--- config.mk ---
export PLATFORM = sky130hd
export DESIGN_NAME = sad_search
export DESIGN_NICKNAME = d
export VERILOG_FILES = /design/src/rtl/sad_pkg.sv /design/src/rtl/sad_zigzag.sv /design/src/rtl/sad_addr_gen.sv /design/src/rtl/sad_accum.sv /design/src/rtl/sad_search.sv
export SDC_FILE = /design/constraint.sdc
export NUM_CORES = 1
export LEC_CHECK = 0
export BUFFER_PORTS_ARGS = -buffer_cell sky130_fd_sc_hd__buf_4
export CAP_MARGIN = 15
export CELL_PAD_IN_SITES_DETAIL_PLACEMENT = 0
export CELL_PAD_IN_SITES_GLOBAL_PLACEMENT = 1
export CORE_ASPECT_RATIO = 1.1
export CORE_MARGIN = 3
export CORE_UTILIZATION = 51
export CTS_BUF_LIST = sky130_fd_sc_hd__clkbuf_8
export DETAILED_ROUTE_END_ITERATION = 6
export PLACE_DENSITY_LB_ADDON = 0.1
export SLEW_MARGIN = 25
export SYNTH_ARGS = -nofsm -noshare
export SYNTH_HDL_FRONTEND = slang
export SYNTH_SLANG_ARGS = --single-unit
export TNS_END_PERCENT = 20
--- constraint.sdc ---
create_clock -name clk -period 9.1 [get_ports clk]
set_clock_uncertainty 0.15 [all_clocks]
set_input_delay 0.455 -clock clk [delete_from_list [all_inputs] [get_ports clk]]
set_output_delay 0.455 -clock clk [all_outputs]
set_load 0.005 [all_outputs]
--- src/rtl/sad_pkg.sv ---
package sad_pkg;
  parameter int PIX_W  = 8;
  parameter int DIM_W  = 7;
  parameter int ADDR_W = 12;
  parameter int SAD_W  = 20;

  typedef enum logic [2:0] {
    ST_IDLE,
    ST_SETUP,
    ST_RUN,
    ST_DRAIN,
    ST_EVAL,
    ST_DONE
  } sad_state_t;
endpackage

--- src/rtl/sad_zigzag.sv ---
module sad_zigzag #(
  parameter int DIM_W  = 7,
  parameter int ADDR_W = 12
) (
  input  logic              clk,
  input  logic              rst_n,
  input  logic              init,
  input  logic              step,
  input  logic [DIM_W-1:0]  max_r,
  input  logic [DIM_W-1:0]  max_c,
  input  logic [DIM_W-1:0]  fw,
  output logic [DIM_W-1:0]  row,
  output logic [DIM_W-1:0]  col,
  output logic [ADDR_W-1:0] base,
  output logic              at_end
);
  localparam logic [DIM_W-1:0]  D1 = DIM_W'(1);
  localparam logic [ADDR_W-1:0] A1 = ADDR_W'(1);

  logic              up_q, up_d;
  logic [DIM_W-1:0]  row_d, col_d;
  logic [ADDR_W-1:0] base_d, fw_x;

  assign fw_x   = ADDR_W'(fw);
  assign at_end = (row == max_r) && (col == max_c);

  // next placement: edge rules take priority over the diagonal move
  always_comb begin
    row_d  = row;
    col_d  = col;
    base_d = base;
    up_d   = up_q;
    if (init) begin
      row_d  = '0;
      col_d  = '0;
      base_d = '0;
      up_d   = 1'b1;
    end else if (step) begin
      if (up_q) begin
        if (col == max_c) begin
          row_d = row + D1; base_d = base + fw_x; up_d = 1'b0;
        end else if (row == '0) begin
          col_d = col + D1; base_d = base + A1; up_d = 1'b0;
        end else begin
          row_d = row - D1; col_d = col + D1; base_d = base + A1 - fw_x;
        end
      end else begin
        if (row == max_r) begin
          col_d = col + D1; base_d = base + A1; up_d = 1'b1;
        end else if (col == '0) begin
          row_d = row + D1; base_d = base + fw_x; up_d = 1'b1;
        end else begin
          row_d = row + D1; col_d = col - D1; base_d = base + fw_x - A1;
        end
      end
    end
  end

  always_ff @(posedge clk or negedge rst_n) begin
    if (!rst_n) begin
      row  <= '0;
      col  <= '0;
      base <= '0;
      up_q <= 1'b1;
    end else if (init || step) begin
      row  <= row_d;
      col  <= col_d;
      base <= base_d;
      up_q <= up_d;
    end
  end
endmodule

--- src/rtl/sad_addr_gen.sv ---
module sad_addr_gen #(
  parameter int DIM_W  = 7,
  parameter int ADDR_W = 12
) (
  input  logic              clk,
  input  logic              rst_n,
  input  logic              load,
  input  logic              adv,
  input  logic [ADDR_W-1:0] pos_base,
  input  logic [DIM_W-1:0]  fw,
  input  logic [DIM_W-1:0]  ww,
  input  logic [DIM_W-1:0]  wh,
  output logic [ADDR_W-1:0] frm_addr,
  output logic [ADDR_W-1:0] blk_addr,
  output logic              last_pix
);
  localparam logic [DIM_W-1:0]  D1 = DIM_W'(1);
  localparam logic [ADDR_W-1:0] A1 = ADDR_W'(1);

  logic [DIM_W-1:0]  j_q, j_d, i_q, i_d, ww_m1, wh_m1;
  logic [ADDR_W-1:0] rp_q, rp_d, bp_q, bp_d;

  assign ww_m1    = ww - D1;
  assign wh_m1    = wh - D1;
  assign last_pix = (j_q == ww_m1) && (i_q == wh_m1);
  assign frm_addr = rp_q + ADDR_W'(j_q);
  assign blk_addr = bp_q;

  always_comb begin
    j_d  = j_q;
    i_d  = i_q;
    rp_d = rp_q;
    bp_d = bp_q;
    if (load) begin
      j_d  = '0;
      i_d  = '0;
      rp_d = pos_base;
      bp_d = '0;
    end else if (adv) begin
      bp_d = bp_q + A1;
      if (j_q == ww_m1) begin
        j_d  = '0;
        i_d  = i_q + D1;
        rp_d = rp_q + ADDR_W'(fw);
      end else begin
        j_d = j_q + D1;
      end
    end
  end

  always_ff @(posedge clk or negedge rst_n) begin
    if (!rst_n) begin
      j_q  <= '0;
      i_q  <= '0;
      rp_q <= '0;
      bp_q <= '0;
    end else if (load || adv) begin
      j_q  <= j_d;
      i_q  <= i_d;
      rp_q <= rp_d;
      bp_q <= bp_d;
    end
  end
endmodule

--- src/rtl/sad_accum.sv ---
module sad_accum #(
  parameter int PIX_W = 8,
  parameter int SAD_W = 20
) (
  input  logic             clk,
  input  logic             rst_n,
  input  logic             clr,
  input  logic             en,
  input  logic [PIX_W-1:0] a,
  input  logic [PIX_W-1:0] b,
  output logic [SAD_W-1:0] sum
);
  logic [PIX_W-1:0] diff;
  logic [SAD_W-1:0] sum_d;

  assign diff = (a >= b) ? (a - b) : (b - a);

  always_comb begin
    sum_d = sum;
    if (clr)     sum_d = '0;
    else if (en) sum_d = sum + SAD_W'(diff);
  end

  always_ff @(posedge clk or negedge rst_n) begin
    if (!rst_n)         sum <= '0;
    else if (clr || en) sum <= sum_d;
  end
endmodule

--- src/rtl/sad_search.sv ---
module sad_search
  import sad_pkg::*;
#(
  parameter int P_PIX  = PIX_W,
  parameter int P_DIM  = DIM_W,
  parameter int P_ADDR = ADDR_W,
  parameter int P_SAD  = SAD_W
) (
  input  logic              clk,
  input  logic              rst_n,
  input  logic              start,
  input  logic [P_DIM-1:0]  frm_w,
  input  logic [P_DIM-1:0]  frm_h,
  input  logic [P_DIM-1:0]  blk_w,
  input  logic [P_DIM-1:0]  blk_h,
  output logic [P_ADDR-1:0] frm_addr,
  input  logic [P_PIX-1:0]  frm_data,
  output logic [P_ADDR-1:0] blk_addr,
  input  logic [P_PIX-1:0]  blk_data,
  output logic              busy,
  output logic              done,
  output logic [P_DIM-1:0]  best_row,
  output logic [P_DIM-1:0]  best_col,
  output logic [P_SAD-1:0]  best_sad
);
  sad_state_t state, state_d;

  logic [P_DIM-1:0]  fw_q, fh_q, ww_q, wh_q, max_r, max_c, zz_row, zz_col;
  logic [P_ADDR-1:0] zz_base;
  logic [P_SAD-1:0]  acc_sum;
  logic              rd_vld, first_q, zz_end, last_pix, issue, take, launch;

  assign max_r  = fh_q - wh_q;
  assign max_c  = fw_q - ww_q;
  assign issue  = (state == ST_RUN);
  assign launch = (state == ST_IDLE) && start;
  assign busy   = (state != ST_IDLE);
  assign done   = (state == ST_DONE);
  assign take   = (state == ST_EVAL) && (first_q || (acc_sum < best_sad));

  sad_zigzag #(.DIM_W(P_DIM), .ADDR_W(P_ADDR)) u_zz (
    .clk(clk), .rst_n(rst_n), .init(launch),
    .step((state == ST_EVAL) && !zz_end),
    .max_r(max_r), .max_c(max_c), .fw(fw_q),
    .row(zz_row), .col(zz_col), .base(zz_base), .at_end(zz_end)
  );

  sad_addr_gen #(.DIM_W(P_DIM), .ADDR_W(P_ADDR)) u_ag (
    .clk(clk), .rst_n(rst_n), .load(state == ST_SETUP), .adv(issue),
    .pos_base(zz_base), .fw(fw_q), .ww(ww_q), .wh(wh_q),
    .frm_addr(frm_addr), .blk_addr(blk_addr), .last_pix(last_pix)
  );

  sad_accum #(.PIX_W(P_PIX), .SAD_W(P_SAD)) u_acc (
    .clk(clk), .rst_n(rst_n), .clr(state == ST_SETUP), .en(rd_vld),
    .a(frm_data), .b(blk_data), .sum(acc_sum)
  );

  always_comb begin
    state_d = state;
    case (state)
      ST_IDLE:  if (start) state_d = ST_SETUP;
      ST_SETUP: state_d = ST_RUN;
      ST_RUN:   if (last_pix) state_d = ST_DRAIN;
      ST_DRAIN: state_d = ST_EVAL;
      ST_EVAL:  state_d = zz_end ? ST_DONE : ST_SETUP;
      ST_DONE:  state_d = ST_IDLE;
      default:  state_d = ST_IDLE;
    endcase
  end

  always_ff @(posedge clk or negedge rst_n) begin
    if (!rst_n) begin
      state  <= ST_IDLE;
      rd_vld <= 1'b0;
    end else begin
      state  <= state_d;
      rd_vld <= issue;
    end
  end

  always_ff @(posedge clk or negedge rst_n) begin
    if (!rst_n) begin
      fw_q <= '0; fh_q <= '0; ww_q <= '0; wh_q <= '0;
    end else if (launch) begin
      fw_q <= frm_w; fh_q <= frm_h; ww_q <= blk_w; wh_q <= blk_h;
    end
  end

  always_ff @(posedge clk or negedge rst_n) begin
    if (!rst_n)              first_q <= 1'b0;
    else if (launch)         first_q <= 1'b1;
    else if (state == ST_EVAL) first_q <= 1'b0;
  end

  always_ff @(posedge clk or negedge rst_n) begin
    if (!rst_n) begin
      best_row <= '0;
      best_col <= '0;
      best_sad <= '0;
    end else if (take) begin
      best_row <= zz_row;
      best_col <= zz_col;
      best_sad <= acc_sum;
    end
  end
endmodule

Yosys cells after proc, flatten, opt, wreduce, memory -nomap -nowiden
Cells that the tools add are included.

operators by class
  add/subtract/negate cells = 20
  multipliers = 0
  div/mod/pow operators = 0
  $lt $le $gt $ge = 2
  equality and inequality tests = 15
  shifts and indexed selects = 0
  multiplexer cells = 46
  bitwise operators = 0
  reductions and logical operators = 26

operator list
  cell                     count
  $mux W12                 12
  $mux W7                  18
  $mux W20                 2
  $add A12 B7 Y12          3
  $add A7 B1 Y7 const B    4
  $eq A7 B7 Y1             4
  $sub A7 B1 Y7 const B    4
  $add A12 B1 Y12 const B  2
  $add A20 B8 Y20          1
  $lt A20 B20 Y1           1
  $sub A8 B8 Y8            2
  $pmux W3 S5              1
  $logic_not A7 Y1         2
  $sub A7 B7 Y7            2
  $sub A12 B1 Y12 const B  1
  $sub A12 B7 Y12          1
  $reduce_bool A2 Y1       5
  $mux W1                  9
  $mux W3                  3
  $ge A8 B8 Y1             1
  $mux W8                  1
  $reduce_and A2 Y1        4
  $reduce_and A4 Y1        2
  $eq A3 B2 Y1 const B     2
  13 further kinds         22

storage, ports and cells
  bits in registers = 152
  bits in latches = 0
  RAM bits = 0
  ROM bits = 0
  output and inout port bits = 60
  word-level logic and storage cells = 128
  memories = 0

Longest topological paths before layout
  depth after elaboration = 7
  depth in mapped cells = 20

By module
A second synthesis with hierarchy kept.

unflattened totals
  cells, all modules = 1313
  area total of the unflattened synthesis = 11982.7 µm²

modules (own cells, without submodules)
  module        instances  cells an instance  area each (µm²)  seq. area each (µm²)
  sad_search    1          306                3597.2           1676.6
  sad_zigzag    1          457                3538.4           676.9
  sad_addr_gen  1          320                2839.0           950.9
  sad_accum     1          230                2008.2           500.5

Worst setup path after synthesis
No wires, ideal clock.

  kind = input port to flip-flop
  from = in frm_data[0]
  to = reg u_acc.sum[10]
  setup time = 0.132 ns
  arrival time = 4.024 ns
  data required time = 8.818 ns
  path slack = 4.794 ns
  stages on the path = 19
  cell sequence = inv_1 > ha_1 > inv_1 > fa_1 > a21o_1 > a2111oi_1 > o21a_1 > buf_4 > mux2i_1 > a21oi_1 > nor3_1 > xnor2_1 > ha_1 > a21o_1 > o21a_1 > o21a_1 > o2111ai_1 > xor2_1 > nor2_1

on the way
  word-level cells in the longest chain between the ends = 5

RTL lines
  item                                                  RTL line          text
  start, declared                                       sad_search.sv:17  input logic [P_PIX-1:0] frm_data,
  $sub A8 B8 Y8 / $ge A8 B8 Y1 (equally long branches)  sad_accum.sv:16   assign diff = (a >= b) ? (a - b) : (b - a);
  $mux W8 (*)                                           sad_accum.sv:16
  $add A20 B8 Y20 (*)                                   sad_accum.sv:21   else if (en) sum_d = sum + SAD_W'(diff);
  $mux W20 (*)                                          sad_accum.sv:21
  $mux W20 (*)                                          sad_accum.sv:20   if (clr) sum_d = '0;
  end signal, assigned                                  sad_accum.sv:26   else if (clr || en) sum <= sum_d;
  end, declared                                         sad_accum.sv:11   output logic [SAD_W-1:0] sum

Every way passes the cells marked *; elsewhere a longest branch is shown, timed or not. The select of a mux whose other input is x is not followed.
A chain may end at the register's enable or synchronous reset.

Final worst setup path
  from = in frm_data[0]
  to = reg u_acc.sum[19]

Same word-level chain as after synthesis.

==> summary.txt <==
Finish
  • Antenna diode count: 0
  • Final nets: 1,532
  • Finished Core Util: 58.22%
  • # fillers: 2,025
  • Multi-input logic area: 7074 um2
  • Non-filler cells, final: 1,689
  • Area delta synth->final: 12.04%
  • Post-route cell area: 12,910 um2
  • Ratio of cells with drive above 1 in the final layout: 15.57%
  • Register Area: 3805 um2

Route
  • WL/cell: 16.79 um
  • Initial DRC Count: 483
  • Post-route ant nets: 0
  • DR vias: 9,441
  • Via/cell ratio: 5.590
  • DR pass1 iterations: 4
  • Total length of routed wires: 28.36 mm
  • Residual DRC count: 0

Setup path
  • Reg2Reg Depth: 10
  • Crit path required time: 9360 ps
  • Critical R2R Launch: fw_q[1]
  • R2R setup slack: 5010 ps
  • CP Capture Type: flop
  • CP max FO: 11
  • Worst r2r dst: u_zz.base[7]
  • Startpoint Class: input port
  • Worst path arrival time: 4840 ps
  • Worst setup path class: input port to flop

Timing
  • Min Tclk post-route: 4586 ps
  • Final setup vio count: 0
  • Worst setup margin: 4514 ps
  • Setup TNS: 0 ps
  • Worst Tran Pin Value: 928.5 ps
  • Worst slew margin relative to its limit: 38.10%
  • Final Max Tran Viols: 0
  • RSZ-0062 raised after global routing: false
  • Min Hold Slack: 25.27 ps
  • Max Fclk: 0.2180 GHz
  • Hold Vio Cnt, Final: 0
  • Fin crit share: 50.40%

Yosys
  • Largest family of logic cells by synthesized area: simple AND/OR/NAND/NOR gates
  • Top cells by instance count after synthesis: dfrtp_1, nand2_1, inv_1
  • EDFF count, synth: 0
  • Synth area leader: dfrtp_1
  • Syn. warnings: 0
  • Mux cell area share after synthesis: 6.579%
  • Syn_nets: 1,447
  • Post-Synth Adder-Cell Area: 11.88%
  • Post-Synth Simple-Gate Area: 17.34%
  • Most common flop cell mapped by yosys: dfrtp_1
  • Seq/Total Area, Yosys: 33.01%
  • Synth Instances: 1,296
  • Post-synthesis xor/xnor area fraction: 8.816%
  • Post-Syn Area per Cell: 8.893 um2
  • Flops & latches, synth: 152
  • Unique cell type count in the Yosys netlist: 88
  • Asr flop ratio synth: 100.0%
  • Count leader, synth: dfrtp_1
  • Synthesized area: 11,520 um2
  • Synth top area share: 32.79%
  • Post-synthesis compound-gate area fraction: 16.59%
  • Synth area leaders: dfrtp_1, ha_1, xor2_1

GRT
  • Largest net degree at the start of global routing: 79
  • Tot GR Track Use: 23.51%
  • Gr ovfl total: 0
  • Global-route wire length before repair: 46.55 mm
  • Initial antenna violation count: 0
  • Vias in the first global route: 9,289

Min path
  • WHS Endpoint: fh_q[5]
  • Min-delay src: frm_h[5]
  • Hold Crit Class: input port to flop
  • Hold Path Depth: 3

Floorplanning
  • Site row count: 57
  • Starting Density: 51.96%
  • Die width: 149.3 um
  • CORE AREA: 22,180 um2
  • I/O pin cnt: 107
  • Chip height: 163.7 um
  • Full die area: 24,440 um2

Run
  • Max Cap Violations: 0

Power
  • PwrDens: 332.5 nW/um2
  • Peak supply drop: 0.0003032 V
  • Power Total: 4.294 mW
  • Static leakage: 6.257 nW

Placement
  • Placed Cells: 1,652
  • Global placement routability congestion: 0.8846
  • Cell Area, Placed: 12,480 um2
  • Post-DP HPWL: 21.33 mm
  • Worst slack, placed: 3979 ps
  • Buffers on Ports: 106

Clock tree
  • CTS Buf Count: 17
  • # hold bufs at CTS: 5
  • Post-CTS setup repair buffer count: 0
  • H-Tree Depth: 4
  • PostCTS Resize Cnt: 0
  • Clock Sinks: 152
  • Reg clk slew, reported paths: 110 ps
  • Root Driver: clkbuf_8
  • Worst-Skew Late Latency: 480 ps
  • Maximum clock insertion buffer count: 2
  • CTS tree: yes

Status
  • Status: completed
[flip-flops by register name, indices dropped and copies added, names as in the netlist]
| name | cells |
|---|---|
| u_ag.i_q | 7 |
| state | 3 |
| first_q | 1 |
| u_zz.base | 12 |
| best_row | 7 |
| u_ag.j_q | 7 |
| u_zz.up_q | 1 |
| u_zz.row | 7 |
| fw_q | 7 |
| rd_vld | 1 |
| ww_q | 7 |
| u_zz.col | 7 |
| wh_q | 7 |
| best_sad | 20 |
| u_ag.rp_q | 12 |
| u_ag.blk_addr | 12 |
| fh_q | 7 |
| best_col | 7 |
| u_acc.sum | 20 |
[power by group]
group / total (mW) / internal, mW / switching [mW] / leakage (nW)
combinational: 2.64 / 1.18 / 1.46 / 4.04
clock: 0.508 / 0.208 / 0.300 / 0.193
sequential: 1.15 / 0.868 / 0.279 / 2.02
[worst max path at each step]
stage / start / end / slack, ps / cells past startpoint
6_report: frm_data[0] / u_acc.sum[19] / 4510 / 18
5_1_grt: frm_data[0] / u_acc.sum[13] / 4010 / 18
4_1_cts: frm_data[0] / u_acc.sum[19] / 4500 / 18
3_5_place_dp: frm_data[0] / u_acc.sum[19] / 3980 / 18
3_3_place_gp: frm_data[0] / u_acc.sum[19] / 4090 / 18
2_1_floorplan: frm_data[0] / u_acc.sum[10] / 4790 / 19
[cells by family (layout without fill, tap and decap cells)]
group | after synthesis | in the layout
AO/OA/AOI/OAI | 294 | 294
AND/OR/NAND/NOR | 409 | 409
buffers and inverters | 151 | 249
adder cells (fa/ha/maj) | 104 | 104
flip-flops | 152 | 152
XOR/XNOR | 116 | 116
multiplexers | 70 | 70
[critical path, stage by stage]
cell and delay, ps:
buf_4 110, inv_1 50, ha_1 140, inv_1 60
fa_1 400, a21o_1 210, a2111oi_1 540, o21a_1 440
mux2_2 400, ha_1 270, a21o_1 170, a21oi_1 220
o21ai_0 110, a21oi_1 240, o21bai_1 120, a21oi_1 570
o21ai_0 200, a21oi_1 150
[layer usage]
metal  up-vias  track usage (%)  share of wire [%]
met5         -                0                  0
met4         0            6.617                2.0
met3        41            3.219                3.3
met2       163            40.98                 50
met1      4501            30.60                 45
li1       4736                -                  -
[placed cells by master (no fill, tap or decap), drive strengths merged, types with 20 or more instances in the layout]
cell,netlist,routed
xor2,59,59
and3,20,20
mux2,43,43
xnor2,57,57
a21oi,63,63
nor3,29,29
mux2i,27,27
buf,16,115
a21o,21,21
nand3,50,50
o21ai,93,93
nand2,125,125
nor2,93,93
inv,96,105
dfrtp,151,151
ha,95,95
[layout make-up]
class                   count  area share [%]
repair buffers            120           7.161
inverters                  97           2.820
well taps                 295           2.859
multi-input cells         993           54.79
flip-flops and latches    152           29.47
clock buffers              18           1.919
clock inverters            14          0.9884
Power figures use the tool's default switching activity.
